--- config.mk ---
export PLATFORM = sky130hd
export DESIGN_NAME = sc_char_rx
export DESIGN_NICKNAME = d
export VERILOG_FILES = /design/src/rtl/sc_rx_pkg.sv /design/src/rtl/sc_line_sync.sv /design/src/rtl/sc_frame_ctrl.sv /design/src/rtl/sc_rx_flags.sv /design/src/rtl/sc_char_rx.sv
export SDC_FILE = /design/constraint.sdc
export NUM_CORES = 1
export LEC_CHECK = 0
export CORE_MARGIN = 4
export CORE_UTILIZATION = 56
export DETAILED_ROUTE_END_ITERATION = 16
export PLACE_DENSITY = 0.85
export SYNTH_ARGS = -nofsm -noshare
export SYNTH_HDL_FRONTEND = slang
export SYNTH_HIERARCHICAL = 1
export SYNTH_SLANG_ARGS = --single-unit
--- constraint.sdc ---
create_clock -name clk -period 2.4 [get_ports clk]
set_input_delay 0.48 -clock clk [delete_from_list [all_inputs] [get_ports clk]]
set_output_delay 0.48 -clock clk [all_outputs]
set_load 0.02 [all_outputs]
--- src/rtl/sc_rx_pkg.sv ---
// Package: shared types for the smart card character receiver.
// Assumes: nothing beyond the IEEE 1800-2017 base types.
package sc_rx_pkg;

    // Receiver sequencing states
    typedef enum logic [2:0] {
        ST_IDLE,
        ST_START,
        ST_DATA,
        ST_PAR,
        ST_ERR
    } rx_state_t;

endpackage

--- src/rtl/sc_line_sync.sv ---
// Module: sc_line_sync
// Brings the asynchronous data line into the clock domain through a
// flop chain and flags a high-to-low transition of the synchronized line.
// Assumes: STAGES >= 2; the line idles high, so the chain resets to ones.
module sc_line_sync #(
    parameter int STAGES = 2
) (
    input  logic clk,
    input  logic rst_n,
    input  logic line_in,
    output logic line_s,
    output logic fall
);

    logic [STAGES-1:0] chain_q;
    logic              prev_q;

    // Shift the raw line through the synchronizer chain
    always_ff @(posedge clk) begin
        if (!rst_n) chain_q <= '1;
        else        chain_q <= {chain_q[STAGES-2:0], line_in};
    end

    // Hold the previous synchronized level for edge detection
    always_ff @(posedge clk) begin
        if (!rst_n) prev_q <= 1'b1;
        else        prev_q <= chain_q[STAGES-1];
    end

    assign line_s = chain_q[STAGES-1];
    assign fall   = prev_q & ~chain_q[STAGES-1];

endmodule

--- src/rtl/sc_frame_ctrl.sv ---
// Module: sc_frame_ctrl
// Sequences one character: start confirmation, LSB-first data capture,
// even-parity check and, on a parity failure, the low error pulse on the
// line. Gives single-cycle strobes for a good or a bad character.
// Assumes: line_s is synchronized; ETU is even; ETU <= ERR_LEN <= 2*ETU.
module sc_frame_ctrl
    import sc_rx_pkg::*;
#(
    parameter int ETU     = 372,
    parameter int ERR_LEN = 558,
    parameter int DATA_W  = 8
) (
    input  logic              clk,
    input  logic              rst_n,
    input  logic              line_s,
    input  logic              fall,
    output logic [DATA_W-1:0] shift_data,
    output logic              good_stb,
    output logic              err_stb,
    output logic              drive_en
);

    localparam int MAXC = (ERR_LEN > ETU) ? ERR_LEN : ETU;
    localparam int CW   = $clog2(MAXC);
    localparam int BW   = (DATA_W > 1) ? $clog2(DATA_W) : 1;
    localparam logic [CW-1:0] MID_C  = CW'(ETU / 2 - 1);
    localparam logic [CW-1:0] LAST_C = CW'(ETU - 1);
    localparam logic [CW-1:0] ERR_C  = CW'(ERR_LEN - 1);
    localparam logic [BW-1:0] TOP_B  = BW'(DATA_W - 1);

    rx_state_t         state_q;
    logic [CW-1:0]     cnt_q;
    logic [BW-1:0]     bidx_q;
    logic [DATA_W-1:0] shreg_q;
    logic              bad_q;
    logic              mid;
    logic              last;
    logic              par_bad;

    assign mid     = (cnt_q == MID_C);
    assign last    = (cnt_q == LAST_C);
    assign par_bad = (^shreg_q) ^ line_s;

    // Walk through the bit slots of a character and the error pulse
    always_ff @(posedge clk) begin
        if (!rst_n) begin
            state_q <= ST_IDLE;
            cnt_q   <= '0;
            bidx_q  <= '0;
            shreg_q <= '0;
            bad_q   <= 1'b0;
        end else begin
            case (state_q)
                ST_IDLE: begin
                    cnt_q <= '0;
                    if (fall) state_q <= ST_START;
                end
                ST_START: begin
                    cnt_q <= cnt_q + 1'b1;
                    if (mid && line_s) begin
                        state_q <= ST_IDLE;
                        cnt_q   <= '0;
                    end else if (last) begin
                        state_q <= ST_DATA;
                        cnt_q   <= '0;
                        bidx_q  <= '0;
                    end
                end
                ST_DATA: begin
                    cnt_q <= cnt_q + 1'b1;
                    if (mid) shreg_q <= {line_s, shreg_q[DATA_W-1:1]};
                    if (last) begin
                        cnt_q <= '0;
                        if (bidx_q == TOP_B) state_q <= ST_PAR;
                        else                 bidx_q  <= bidx_q + 1'b1;
                    end
                end
                ST_PAR: begin
                    cnt_q <= cnt_q + 1'b1;
                    if (mid) bad_q <= par_bad;
                    if (last) begin
                        cnt_q   <= '0;
                        state_q <= bad_q ? ST_ERR : ST_IDLE;
                    end
                end
                ST_ERR: begin
                    cnt_q <= cnt_q + 1'b1;
                    if (cnt_q == ERR_C) begin
                        state_q <= ST_IDLE;
                        cnt_q   <= '0;
                    end
                end
                default: state_q <= ST_IDLE;
            endcase
        end
    end

    assign shift_data = shreg_q;
    assign good_stb   = (state_q == ST_PAR) && mid && !par_bad;
    assign err_stb    = (state_q == ST_PAR) && mid && par_bad;
    assign drive_en   = (state_q == ST_ERR);

    // a start edge that reads high at the half-bit point is dropped
    p_glitch_drop_r8: assert property (@(posedge clk) disable iff (!rst_n)
        (state_q == ST_START && mid && line_s) |=> (state_q == ST_IDLE && !drive_en));

    // a correct character ends without any drive of the line
    p_quiet_good_r6: assert property (@(posedge clk) disable iff (!rst_n)
        (state_q == ST_PAR && last && !bad_q) |=> !drive_en);

    // the error pulse ends only after its full length
    p_drive_len_r7: assert property (@(posedge clk) disable iff (!rst_n)
        $fell(drive_en) |-> ($past(cnt_q) == ERR_C));

endmodule

--- src/rtl/sc_rx_flags.sv ---
// Module: sc_rx_flags
// Holds the received byte and the receive-full and parity-error flags,
// and forms the gated interrupt requests.
// Assumes: good_stb and err_stb are single-cycle and never both high.
module sc_rx_flags #(
    parameter int DATA_W = 8
) (
    input  logic              clk,
    input  logic              rst_n,
    input  logic              good_stb,
    input  logic              err_stb,
    input  logic [DATA_W-1:0] data_in,
    input  logic              rd_strobe,
    input  logic              per_clr,
    input  logic              rx_int_en,
    output logic [DATA_W-1:0] rx_data,
    output logic              rx_full,
    output logic              parity_err,
    output logic              rxi_req,
    output logic              eri_req
);

    // Latch the byte of a correct character
    always_ff @(posedge clk) begin
        if (!rst_n)        rx_data <= '0;
        else if (good_stb) rx_data <= data_in;
    end

    // Receive-full: set by a good character, cleared by a read
    always_ff @(posedge clk) begin
        if (!rst_n)         rx_full <= 1'b0;
        else if (good_stb)  rx_full <= 1'b1;
        else if (rd_strobe) rx_full <= 1'b0;
    end

    // Parity error: set by a bad character, cleared by software
    always_ff @(posedge clk) begin
        if (!rst_n)       parity_err <= 1'b0;
        else if (err_stb) parity_err <= 1'b1;
        else if (per_clr) parity_err <= 1'b0;
    end

    assign rxi_req = rx_full & rx_int_en;
    assign eri_req = parity_err & rx_int_en;

    // a parity failure always leaves the error flag set
    p_per_set_r3: assert property (@(posedge clk) disable iff (!rst_n)
        err_stb |=> parity_err);

    // a parity failure leaves the stored byte untouched
    p_data_hold_r4: assert property (@(posedge clk) disable iff (!rst_n)
        err_stb |=> $stable(rx_data));

    // a parity failure does not move the receive-full flag
    p_full_hold_r4: assert property (@(posedge clk) disable iff (!rst_n)
        (err_stb && !rd_strobe) |=> $stable(rx_full));

    // a read with no new character drops the receive request
    p_read_clear_r5: assert property (@(posedge clk) disable iff (!rst_n)
        (rd_strobe && !good_stb) |=> !rxi_req);

endmodule

--- src/rtl/sc_char_rx.sv ---
// Module: sc_char_rx
// Smart card character receiver: synchronizes the shared line, frames
// and parity-checks each character, signals a parity failure back onto
// the line, and presents the data, the flags and the interrupt requests.
// Assumes: an external open-drain pad pulls the line low while
// line_drive_en is high; the card clock drives clk.
module sc_char_rx #(
    parameter int ETU      = 372,
    parameter int ERR_LEN  = 558,
    parameter int DATA_W   = 8,
    parameter int SYNC_STG = 2
) (
    input  logic              clk,
    input  logic              rst_n,
    input  logic              line_in,
    output logic              line_drive_en,
    input  logic              rx_int_en,
    input  logic              rd_strobe,
    input  logic              per_clr,
    output logic [DATA_W-1:0] rx_data,
    output logic              rx_full,
    output logic              parity_err,
    output logic              rxi_req,
    output logic              eri_req
);

    logic              line_s;
    logic              fall;
    logic [DATA_W-1:0] shift_data;
    logic              good_stb;
    logic              err_stb;

    sc_line_sync #(.STAGES(SYNC_STG)) u_sync (
        .clk    (clk),
        .rst_n  (rst_n),
        .line_in(line_in),
        .line_s (line_s),
        .fall   (fall)
    );

    sc_frame_ctrl #(.ETU(ETU), .ERR_LEN(ERR_LEN), .DATA_W(DATA_W)) u_frame (
        .clk       (clk),
        .rst_n     (rst_n),
        .line_s    (line_s),
        .fall      (fall),
        .shift_data(shift_data),
        .good_stb  (good_stb),
        .err_stb   (err_stb),
        .drive_en  (line_drive_en)
    );

    sc_rx_flags #(.DATA_W(DATA_W)) u_flags (
        .clk       (clk),
        .rst_n     (rst_n),
        .good_stb  (good_stb),
        .err_stb   (err_stb),
        .data_in   (shift_data),
        .rd_strobe (rd_strobe),
        .per_clr   (per_clr),
        .rx_int_en (rx_int_en),
        .rx_data   (rx_data),
        .rx_full   (rx_full),
        .parity_err(parity_err),
        .rxi_req   (rxi_req),
        .eri_req   (eri_req)
    );

    // nothing is flagged or driven in the cycle after reset
    p_reset_quiet_r1: assert property (@(posedge clk)
        !rst_n |=> (!rx_full && !parity_err && !line_drive_en));

    // one sample never both accepts and rejects a character
    p_excl_r3: assert property (@(posedge clk) disable iff (!rst_n)
        !(good_stb && err_stb));

endmodule

==> results.py, run 1 <==
metrics = {
    "detailed_routing": {
        "routed_wire_per_std_cell_um": 13.3,
        "post_route_drc_violation_count": 0,
        "routed_wirelength_mm": 3.63,
        "drtAntennaViolNets": 0,
        "drt_first_pass_iters": 4,
        "detailedRoute.firstIterationViolations": 98,
        "num_vias": 1516,
        "drt-vias-per-instance": 5.57,
    },
    "power_and_ir_drop": {
        "power.leakage_nw": 0.787,
        "cellPowerDensity_nw_per_um2": 508,
        "irDropWorstVdd_mv": 0.366,
    },
    "worst_setup_path": {
        "cell_breakdown_of_the_critical_path": "clkdlybuf4s50_1, and2_1, clkdlybuf4s50_1",
        "setup.worst_path.start": "rx_int_en",
        "worst_reg2reg_startpoint": "u_frame/cnt_q[0]$_SDFFE_PN0P_",
        "crit_path_largest_cell_delay_ns": 0.59,
        "start_kind": "primary input",
        "critical_path_required_ns": 1.92,
        "cp-end-kind": "output port",
        "critical_path_peak_fanout": 2,
        "cpMostUsedCell": "sky130_fd_sc_hd__clkdlybuf4s50_1",
        "crit_type": "primary input to output port",
        "worst_path_cell_with_the_longest_stage_delay": "sky130_fd_sc_hd__clkdlybuf4s50_1",
        "arrival_ns": 1.66,
    },
    "global_route": {
        "met2_usage_pct": 31.1,
        "grt_max_degree": 30,
        "number_of_global_route_vias_before_repair": 1452,
        "groute.usage.overall_pct": 18.8,
        "wire_length_of_the_first_global_routing_pass_mm": 6.30,
        "grt.met3_usage_pct": 6.24,
        "gr-total-overflow": 0,
        "global_route.usage.met1_pct": 22.0,
        "global_route.peak_usage_layer": "met2",
        "grt_antenna_before_repair": 0,
    },
    "cts": {
        "clk_pin_slew_worst_paths_ns": 0.11,
        "clkSinkCount": 38,
        "cts.path.max_buffers": 2,
        "tritoncts": "done",
        "post_cts_buffers": 0,
        "cts_buffers": 5,
        "worstSkewPairLatency_ns": 0.34,
        "htree_num_levels": 2,
        "cts_hold_buffers": 0,
        "clk_tree_root_cell": "sky130_fd_sc_hd__clkbuf_4",
    },
    "floorplan": {
        "floorplan.die.width_um": 66.6,
        "initial_utilization_pct": 57.7,
        "floorplan.die.height_um": 66.6,
        "core.rowCount": 21,
        "die_footprint_um2": 4440,
        "coreArea_um2": 3340,
        "ios": 19,
    },
    "finish": {
        "design.final.nets": 236,
        "fin_cells": 272,
        "flow.area_growth_from_synthesis_pct": 16.1,
        "layout.filler_cells": 294,
        "diodes": 0,
        "drive_gt1_share_pct": 8.41,
    },
    "place": {
        "routabilityCongestion": 0.886,
        "place.port_buffers": 18,
        "post-dp-hpwl_mm": 2.54,
        "dp_cells": 265,
    },
    "synth": {
        "synth_enable_flop_cells": 0,
        "netlist_instances": 203,
        "synthesis.area_per_instance_um2": 9.48,
        "post-synth-top-count-cell": "sky130_fd_sc_hd__dfxtp_1",
        "synth.net_count": 213,
        "synth.cells.most_frequent": "sky130_fd_sc_hd__dfxtp_1 (38), sky130_fd_sc_hd__nor2b_1 (22), sky130_fd_sc_hd__mux2i_1 (18), sky130_fd_sc_hd__nand2_1 (17)",
        "ys_warn_count": 6,
        "syn_area_um2": 1920,
        "async_flop_share_pct": 0,
        "ranking_of_synthesized_cells_by_area": "sky130_fd_sc_hd__dfxtp_1 (40%), sky130_fd_sc_hd__mux2i_1 (9.4%), sky130_fd_sc_hd__nor2b_1 (7.2%), sky130_fd_sc_hd__nand2_1 (3.3%), sky130_fd_sc_hd__xnor2_1 (2.7%)",
        "synth_seq_cells": 38,
        "ys_seq_area_share_pct": 39.5,
        "post-synth-top-area-fraction_pct": 39.5,
        "yosys_most_used_dff": "sky130_fd_sc_hd__dfxtp_1",
        "synth.largest_area_cell": "sky130_fd_sc_hd__dfxtp_1",
        "post_synth_num_cell_types": 42,
    },
    "sta": {
        "finalSetupTns_ns": 0,
        "fin_skew_ns": 0.0112,
        "report.final.hold_viol_count": 0,
        "timing.fmax_ghz": 0.468,
        "rsz0062_at_grt": "no",
        "maxSlewHeadroom_pct": 62.9,
        "period_needed_ns": 2.14,
        "timing.final.crit_share_pct": 89.0,
        "worst-slew-pin-transition_ns": 0.554,
        "maxSlewViolCount": 0,
        "finalSetupViolations": 0,
    },
    "hold_path": {
        "holdCritStartpoint": "u_sync/chain_q[0]$_SDFF_PN1_",
        "holdCritPathClass": "register to register",
    },
    "run_status": {
        "run_status": "completed",
    },
    "flow_run": {
        "drv_cap": 0,
    },
}
[cell usage in the layout (no fill, tap or decap), types with 2 or more instances in the layout]
master                            instances
sky130_fd_sc_hd__a21boi_0                 2
sky130_fd_sc_hd__a21oi_1                 10
sky130_fd_sc_hd__a311oi_1                 2
sky130_fd_sc_hd__a31oi_1                  5
sky130_fd_sc_hd__and2_1                   3
sky130_fd_sc_hd__and3_1                   3
sky130_fd_sc_hd__and4bb_2                 3
sky130_fd_sc_hd__buf_4                    4
sky130_fd_sc_hd__clkbuf_4                 5
sky130_fd_sc_hd__clkdlybuf4s50_1         17
sky130_fd_sc_hd__dfxtp_1                 38
sky130_fd_sc_hd__ha_1                     4
sky130_fd_sc_hd__inv_1                    6
sky130_fd_sc_hd__mux2i_1                 18
sky130_fd_sc_hd__nand2_1                 17
sky130_fd_sc_hd__nand2b_1                 7
sky130_fd_sc_hd__nand3_1                  2
sky130_fd_sc_hd__nand3b_1                 2
sky130_fd_sc_hd__nand4_1                  4
sky130_fd_sc_hd__nor2_1                  10
sky130_fd_sc_hd__nor2b_1                 22
sky130_fd_sc_hd__o21a_1                   5
sky130_fd_sc_hd__o21ai_0                  3
sky130_fd_sc_hd__or3_1                    4
sky130_fd_sc_hd__xnor2_1                  6
sky130_fd_sc_hd__xor2_1                   6
[final timing paths]
check | endpoint | slack (ns) | cells past startpoint
setup / recovery | eri_req | 0.26 | 3
hold / removal | u_sync/chain_q[1]$_SDFF_PN1_ | 0.43 | 1
setup reg to reg | u_frame/state_q[1]$_SDFFE_PN0P_ | 0.32 | 6
hold reg to reg | u_sync/chain_q[1]$_SDFF_PN1_ | 0.43 | 1
[power by group]
group          switching (mW)  internal (mW)
clock network           0.200          0.243
registers             0.00618          0.635
logic                  0.0243         0.0276
total                   0.231          0.905
[worst max-delay path, delay by kind of cell]
family	cells	cell delay, ns
simple gates	1	0.12
buf+inv	2	1.05
[area by class of cell]
class | instances | area (um^2) | area share [%]
multi-input cells | 153 | 1100 | 49.4
flip-flops and latches | 38 | 761 | 34.1
repair buffers | 22 | 209 | 9.36
clock inverters | 1 | 30.0 | 1.34
inverters | 6 | 22.5 | 1.01
well taps | 46 | 57.6 | 2.58
clock buffers | 6 | 51.3 | 2.30
[per-stage QoR]
| stage | area [um^2] | utilization [%] | power, mW | setup WS (ns) | hold WS, ns |
|---|---|---|---|---|---|
| floorplan | 1920 | - | 0.687 | 0.618 | 0.386 |
| global placement | 2150 | 64.5 | 0.706 | 0.269 | 0.393 |
| detailed placement | 2150 | 64.5 | 0.707 | 0.263 | 0.401 |
| CTS | 2230 | 66.9 | 1.15 | 0.258 | 0.431 |
| global route | 2230 | 66.9 | 1.18 | 0.110 | 0.450 |
| finish | 2230 | 66.9 | 1.14 | 0.265 | 0.428 |
[sequential cells by signal, indices dropped and copies added (netlist names)]
| name | cells |
|---|---|
| u_flags/rx_full | 1 |
| u_sync/chain_q | 2 |
| u_frame/bad_q | 1 |
| u_flags/parity_err | 1 |
| u_sync/prev_q | 1 |
| u_frame/state_q | 3 |
| u_frame/bidx_q | 3 |
| u_frame/shift_data | 8 |
| u_frame/cnt_q | 10 |
| u_flags/rx_data | 8 |
[repair_timing]
item / 4_1_cts / 5_1_grt
endpoints found under the setup margin: 1 / 0
resized for setup: 1 / 0
endpoints found under the hold margin: 0 / 0
[cell families after synthesis]
family | synth area share [%]
AOI/OAI and AO/OA | 11.2
xor gates and xnor gates | 6.63
adders and majority gates | 2.60
buffers and inverters | 3.19
DFF | 39.5
muxes | 9.36
and+or+nand+nor | 27.4
[layer usage]
metal | up-vias | share of wire, %
li1 | 754 | -
met1 | 719 | 47
met2 | 34 | 47
met3 | 9 | 3.1
met4 | 0 | 2.6
met5 | - | 0
(Power assumes the default switching activity.)
==> run 2, diff against run 1 <==
--- a/config.mk
+++ b/config.mk
@@ -5,10 +5,14 @@
 export SDC_FILE = /design/constraint.sdc
 export NUM_CORES = 1
 export LEC_CHECK = 0
+export CELL_PAD_IN_SITES_DETAIL_PLACEMENT = 0
+export CELL_PAD_IN_SITES_GLOBAL_PLACEMENT = 2
 export CORE_MARGIN = 4
-export CORE_UTILIZATION = 56
+export CORE_UTILIZATION = 35
 export DETAILED_ROUTE_END_ITERATION = 16
-export PLACE_DENSITY = 0.85
+export GPL_ROUTABILITY_DRIVEN = 1
+export PLACE_DENSITY = 0.84
+export SLEW_MARGIN = 20
 export SYNTH_ARGS = -nofsm -noshare
 export SYNTH_HDL_FRONTEND = slang
 export SYNTH_HIERARCHICAL = 1
==> results.py, run 2 (synthesis results as in run 1) <==
metrics = {
    "cts": {
        "cts.path.max_buffers": 2,
        "clkSinkCount": 38,
        "clk_pin_slew_worst_paths_ns": 0.08,
        "cts_hold_buffers": 0,
        "tritoncts": "done",
        "post_cts.resized_instances": 0,
        "cts_buffers": 5,
        "worstSkewPairLatency_ns": 0.28,
        "clk_tree_root_cell": "sky130_fd_sc_hd__clkbuf_8",
        "htree_num_levels": 2,
        "post_cts_buffers": 0,
    },
    "sta": {
        "worst-slew-pin-transition_ns": 0.500,
        "rsz0062_at_grt": "no",
        "fin_skew_ns": 0.00883,
        "maxSlewViolCount": 0,
        "setup_ws_ns": 0.254,
        "maxSlewHeadroom_pct": 66.6,
        "finalSetupTns_ns": 0,
        "period_needed_ns": 2.15,
        "timing.fmax_ghz": 0.466,
        "final.hold.worst_slack_ns": 0.433,
        "report.final.hold_viol_count": 0,
        "finalSetupViolations": 0,
        "timing.final.crit_share_pct": 89.4,
    },
    "power_and_ir_drop": {
        "power.leakage_nw": 0.821,
        "cellPowerDensity_nw_per_um2": 500,
        "irDropWorstVdd_mv": 0.324,
    },
    "finish": {
        "design.final.nets": 239,
        "layout.filler_cells": 542,
        "final_design_area_no_fill_um2": 2300,
        "diodes": 0,
        "most-common-layout-cells": "sky130_fd_sc_hd__dfxtp_1 (38), sky130_fd_sc_hd__nor2b_1 (22), sky130_fd_sc_hd__mux2i_1 (18)",
        "flow.area_growth_from_synthesis_pct": 19.7,
        "fin_util_pct": 44.3,
        "mostFrequentLayoutCell": "sky130_fd_sc_hd__dfxtp_1",
        "drive_gt1_share_pct": 10.0,
        "flip_flop_count_of_the_largest_register_all_copies_and_words_added": 10,
        "most_flop_heavy_register": "u_frame/cnt_q",
    },
    "place": {
        "post-place-ws_ns": 0.250,
        "place.port_buffers": 18,
        "post-dp-hpwl_mm": 2.70,
        "routabilityCongestion": 0.778,
        "detailed_place.area_um2": 2210,
    },
    "detailed_routing": {
        "drt-vias-per-instance": 4.84,
        "detailedRoute.firstIterationViolations": 61,
        "drtAntennaViolNets": 0,
        "routed_wire_per_std_cell_um": 12.7,
        "num_vias": 1451,
        "post_route_drc_violation_count": 0,
        "drt_first_pass_iters": 4,
        "routed_wirelength_mm": 3.82,
    },
    "floorplan": {
        "floorplan.die.width_um": 82.2,
        "coreArea_um2": 5200,
        "initial_utilization_pct": 37.0,
        "die_footprint_um2": 6750,
        "core.rowCount": 26,
        "floorplan.die.height_um": 82.2,
        "ios": 19,
    },
    "worst_setup_path": {
        "arrival_ns": 1.67,
        "critical_path_peak_fanout": 2,
        "rr_worst_depth": 6,
        "ff2ff_setup_slack_ns": 0.42,
        "critical_path_required_ns": 1.92,
        "crit_type": "primary input to output port",
        "cp-end-kind": "output port",
        "crit-reg2reg-capture": "u_frame/shift_data[3]$_SDFFE_PN0P_",
        "worst_reg2reg_startpoint": "u_frame/cnt_q[0]$_SDFFE_PN0P_",
        "start_kind": "primary input",
    },
    "global_route": {
        "gr-total-overflow": 0,
        "groute.usage.overall_pct": 13.0,
        "number_of_global_route_vias_before_repair": 1461,
        "wire_length_of_the_first_global_routing_pass_mm": 6.81,
        "grt_max_degree": 30,
        "grt_antenna_before_repair": 0,
    },
    "run_status": {
        "run_status": "completed",
    },
    "hold_path": {
        "timing.hold.worst_endpoint": "u_sync/chain_q[1]$_SDFF_PN1_",
        "holdCritPathClass": "register to register",
        "holdCritStartpoint": "u_sync/chain_q[0]$_SDFF_PN1_",
        "hold_path_depth": 1,
    },
    "flow_run": {
        "drv_cap": 0,
    },
}
-- run 2: cell count changes in the layout (fill, tap and decap cells not counted), sizes merged --
| cell | delta |
|---|---|
| buf | +3 |
| bufinv | -1 |
| clkinv | +1 |
| clkinvlp | +1 |
| dlygate4sd2 | -1 |
| dlymetal6s2s | +1 |
-- run 2: where the power goes --
part	internal [mW]	switching, mW
clock	0.231	0.228
combinational	0.0275	0.0250
sequential	0.634	0.00645
-- run 2: critical path, cell delays in order --
cell and delay (ns):
sky130_fd_sc_hd__clkdlybuf4s50_1 0.47, sky130_fd_sc_hd__and2_1 0.12, sky130_fd_sc_hd__clkdlybuf4s50_1 0.60
-- run 2: routing by layer --
| metal | routed length [um] | global-route usage, % | up-vias |
|---|---|---|---|
| li1 | - | - | 759 |
| met4 | 25 | 3.99 | 0 |
| met2 | 1640 | 19.7 | 17 |
| met1 | 2050 | 17.8 | 673 |
| met5 | 0 | 0 | - |
| met3 | 105 | 3.58 | 2 |
-- run 2: worst max-delay path by stage --
stage                                    start  cells past startpoint                              end  slack [ns]
2_1_floorplan    u_frame/cnt_q[0]$_SDFFE_PN0P_                      6  u_frame/state_q[1]$_SDFFE_PN0P_        0.62
3_3_place_gp                         rx_int_en                      3                          rxi_req        0.27
3_5_place_dp                         rx_int_en                      3                          eri_req        0.25
4_1_cts        u_frame/state_q[1]$_SDFFE_PN0P_                      3                    line_drive_en        0.05
5_1_grt                              rx_int_en                      3                          eri_req        0.19
6_report                             rx_int_en                      3                          eri_req        0.25
-- run 2: layout make-up --
type | count | area [um^2] | share of cell area [%]
clock buffers | 6 | 82.6 | 3.59
well taps | 70 | 87.6 | 3.80
flip-flops and latches | 38 | 761 | 33.0
clock inverters | 2 | 12.5 | 0.543
repair buffers | 25 | 235 | 10.2
inverters | 6 | 22.5 | 0.978
multi-input cells | 153 | 1100 | 47.9
-- run 2: stage by stage --
stage	power (mW)	cells
after detailed placement	0.708	292
after floorplan	0.687	203
after global routing	1.20	300
final	1.15	300
after global placement	0.709	292
after CTS	1.18	300
==> run 3, diff against run 2 <==
--- a/config.mk
+++ b/config.mk
@@ -5,6 +5,7 @@
 export SDC_FILE = /design/constraint.sdc
 export NUM_CORES = 1
 export LEC_CHECK = 0
+export CAP_MARGIN = 20
 export CELL_PAD_IN_SITES_DETAIL_PLACEMENT = 0
 export CELL_PAD_IN_SITES_GLOBAL_PLACEMENT = 2
 export CORE_MARGIN = 4
==> constraint.sdc (replaced) <==
create_clock -name clk -period 2.3 [get_ports clk]
set_input_delay 0.46 -clock clk [delete_from_list [all_inputs] [get_ports clk]]
set_output_delay 0.46 -clock clk [all_outputs]
set_load 0.02 [all_outputs]
==> results.py, run 3 (synthesis results as in run 1) <==
metrics = {
    "floorplan": {
        "floorplan.die.width_um": 82.2,
        "core.rowCount": 26,
        "ios": 19,
        "coreArea_um2": 5200,
        "initial_utilization_pct": 37.0,
        "floorplan.die.height_um": 82.2,
        "die_footprint_um2": 6750,
    },
    "finish": {
        "design.final.nets": 241,
        "diodes": 0,
        "flip_flop_count_of_the_largest_register_all_copies_and_words_added": 10,
        "fin_util_pct": 45.4,
        "most_flop_heavy_register": "u_frame/cnt_q",
        "flow.area_growth_from_synthesis_pct": 22.8,
        "mostFrequentLayoutCell": "sky130_fd_sc_hd__dfxtp_1",
        "most-common-layout-cells": "sky130_fd_sc_hd__dfxtp_1 (38), sky130_fd_sc_hd__nor2b_1 (22), sky130_fd_sc_hd__mux2i_1 (18)",
        "drive_gt1_share_pct": 10.8,
        "final_design_area_no_fill_um2": 2360,
    },
    "place": {
        "place.port_buffers": 18,
        "detailed_place.area_um2": 2220,
        "routabilityCongestion": 0.790,
        "post-dp-hpwl_mm": 2.66,
        "post-place-ws_ns": 0.198,
    },
    "global_route": {
        "groute.usage.overall_pct": 13.2,
        "gr-total-overflow": 0,
        "wire_length_of_the_first_global_routing_pass_mm": 6.90,
        "grt_antenna_before_repair": 0,
        "grt_max_degree": 30,
        "number_of_global_route_vias_before_repair": 1503,
    },
    "detailed_routing": {
        "drtAntennaViolNets": 0,
        "routed_wire_per_std_cell_um": 12.6,
        "num_vias": 1451,
        "drt-vias-per-instance": 4.80,
        "detailedRoute.firstIterationViolations": 71,
        "post_route_drc_violation_count": 0,
        "drt_first_pass_iters": 4,
        "routed_wirelength_mm": 3.82,
    },
    "cts": {
        "htree_num_levels": 2,
        "post_cts.resized_instances": 1,
        "post_cts_buffers": 0,
        "clk_pin_slew_worst_paths_ns": 0.08,
        "clk_tree_root_cell": "sky130_fd_sc_hd__clkbuf_8",
        "tritoncts": "done",
        "worstSkewPairLatency_ns": 0.29,
        "cts_hold_buffers": 0,
        "clkSinkCount": 38,
        "cts_buffers": 5,
        "cts.path.max_buffers": 2,
    },
    "sta": {
        "finalSetupTns_ns": 0,
        "setup_ws_ns": 0.194,
        "maxSlewHeadroom_pct": 78.9,
        "period_needed_ns": 2.11,
        "finalSetupViolations": 0,
        "worst-slew-pin-transition_ns": 0.317,
        "report.final.hold_viol_count": 0,
        "timing.fmax_ghz": 0.475,
        "timing.final.crit_share_pct": 91.6,
        "fin_skew_ns": 0.00451,
        "rsz0062_at_grt": "no",
        "maxSlewViolCount": 0,
    },
    "worst_setup_path": {
        "cell_breakdown_of_the_critical_path": "clkdlybuf4s50_1, and2_1, clkdlybuf4s50_1",
        "worst_path_cell_with_the_longest_stage_delay": "sky130_fd_sc_hd__clkdlybuf4s50_1",
        "cp-end-kind": "output port",
        "cpMostUsedCell": "sky130_fd_sc_hd__clkdlybuf4s50_1",
        "crit_path_largest_cell_delay_ns": 0.60,
        "arrival_ns": 1.65,
        "crit_type": "primary input to output port",
        "start_kind": "primary input",
        "critical_path_required_ns": 1.84,
        "critical_path_peak_fanout": 2,
    },
    "power_and_ir_drop": {
        "irDropWorstVdd_mv": 0.353,
        "power.leakage_nw": 0.842,
        "cellPowerDensity_nw_per_um2": 604,
    },
    "hold_path": {
        "holdCritPathClass": "register to register",
    },
    "flow_run": {
        "drv_cap": 0,
    },
    "run_status": {
        "run_status": "completed",
    },
}
==> run 3: per-stage QoR <==
step | power, mW | instances | hold slack [ns]
after floorplan | 0.717 | 203 | 0.386
after global placement | 0.740 | 294 | 0.391
after detailed placement | 0.739 | 294 | 0.399
after CTS | 1.44 | 302 | 0.411
after global routing | 1.48 | 302 | 0.424
final | 1.43 | 302 | 0.408
==> run 3: layout make-up <==
cell class | count | area [um^2]
multi-input cells | 153 | 1100
fillers | 528 | 2840
flip-flops and latches | 38 | 761
repair buffers | 27 | 246
clock inverters | 2 | 60.1
clock buffers | 6 | 82.6
well taps | 70 | 87.6
inverters | 6 | 22.5
==> run 3: worst max-delay path, delay by kind of cell <==
family / cells / cell delay (ns)
buffers and inverters: 2 / 1.06
and+or+nand+nor: 1 / 0.12
==> run 3: worst paths after layout <==
kind / start / endpoint / slack [ns] / depth (start not counted)
worst max-delay path: rx_int_en / eri_req / 0.19 / 3
worst min-delay path: u_sync/chain_q[0]$_SDFF_PN1_ / u_sync/chain_q[1]$_SDFF_PN1_ / 0.41 / 1
worst max register to register: u_frame/cnt_q[0]$_SDFFE_PN0P_ / u_frame/bidx_q[1]$_SDFFE_PN0P_ / 0.34 / 6
worst min register to register: u_sync/chain_q[0]$_SDFF_PN1_ / u_sync/chain_q[1]$_SDFF_PN1_ / 0.41 / 1
==> run 3: metal layers <==
| metal | global-route usage [%] | up-vias | routed length, um |
|---|---|---|---|
| met2 | 19.5 | 22 | 1660 |
| met3 | 3.69 | 6 | 134 |
| met1 | 18.0 | 660 | 1960 |
| met4 | 5.65 | 0 | 58 |
| met5 | 0 | - | 0 |
| li1 | - | 763 | - |
==> run 3: power by group <==
part / switching, mW / internal, mW
logic: 0.0260 / 0.0292
clock network: 0.241 / 0.463
registers: 0.00580 / 0.662
total: 0.273 / 1.15
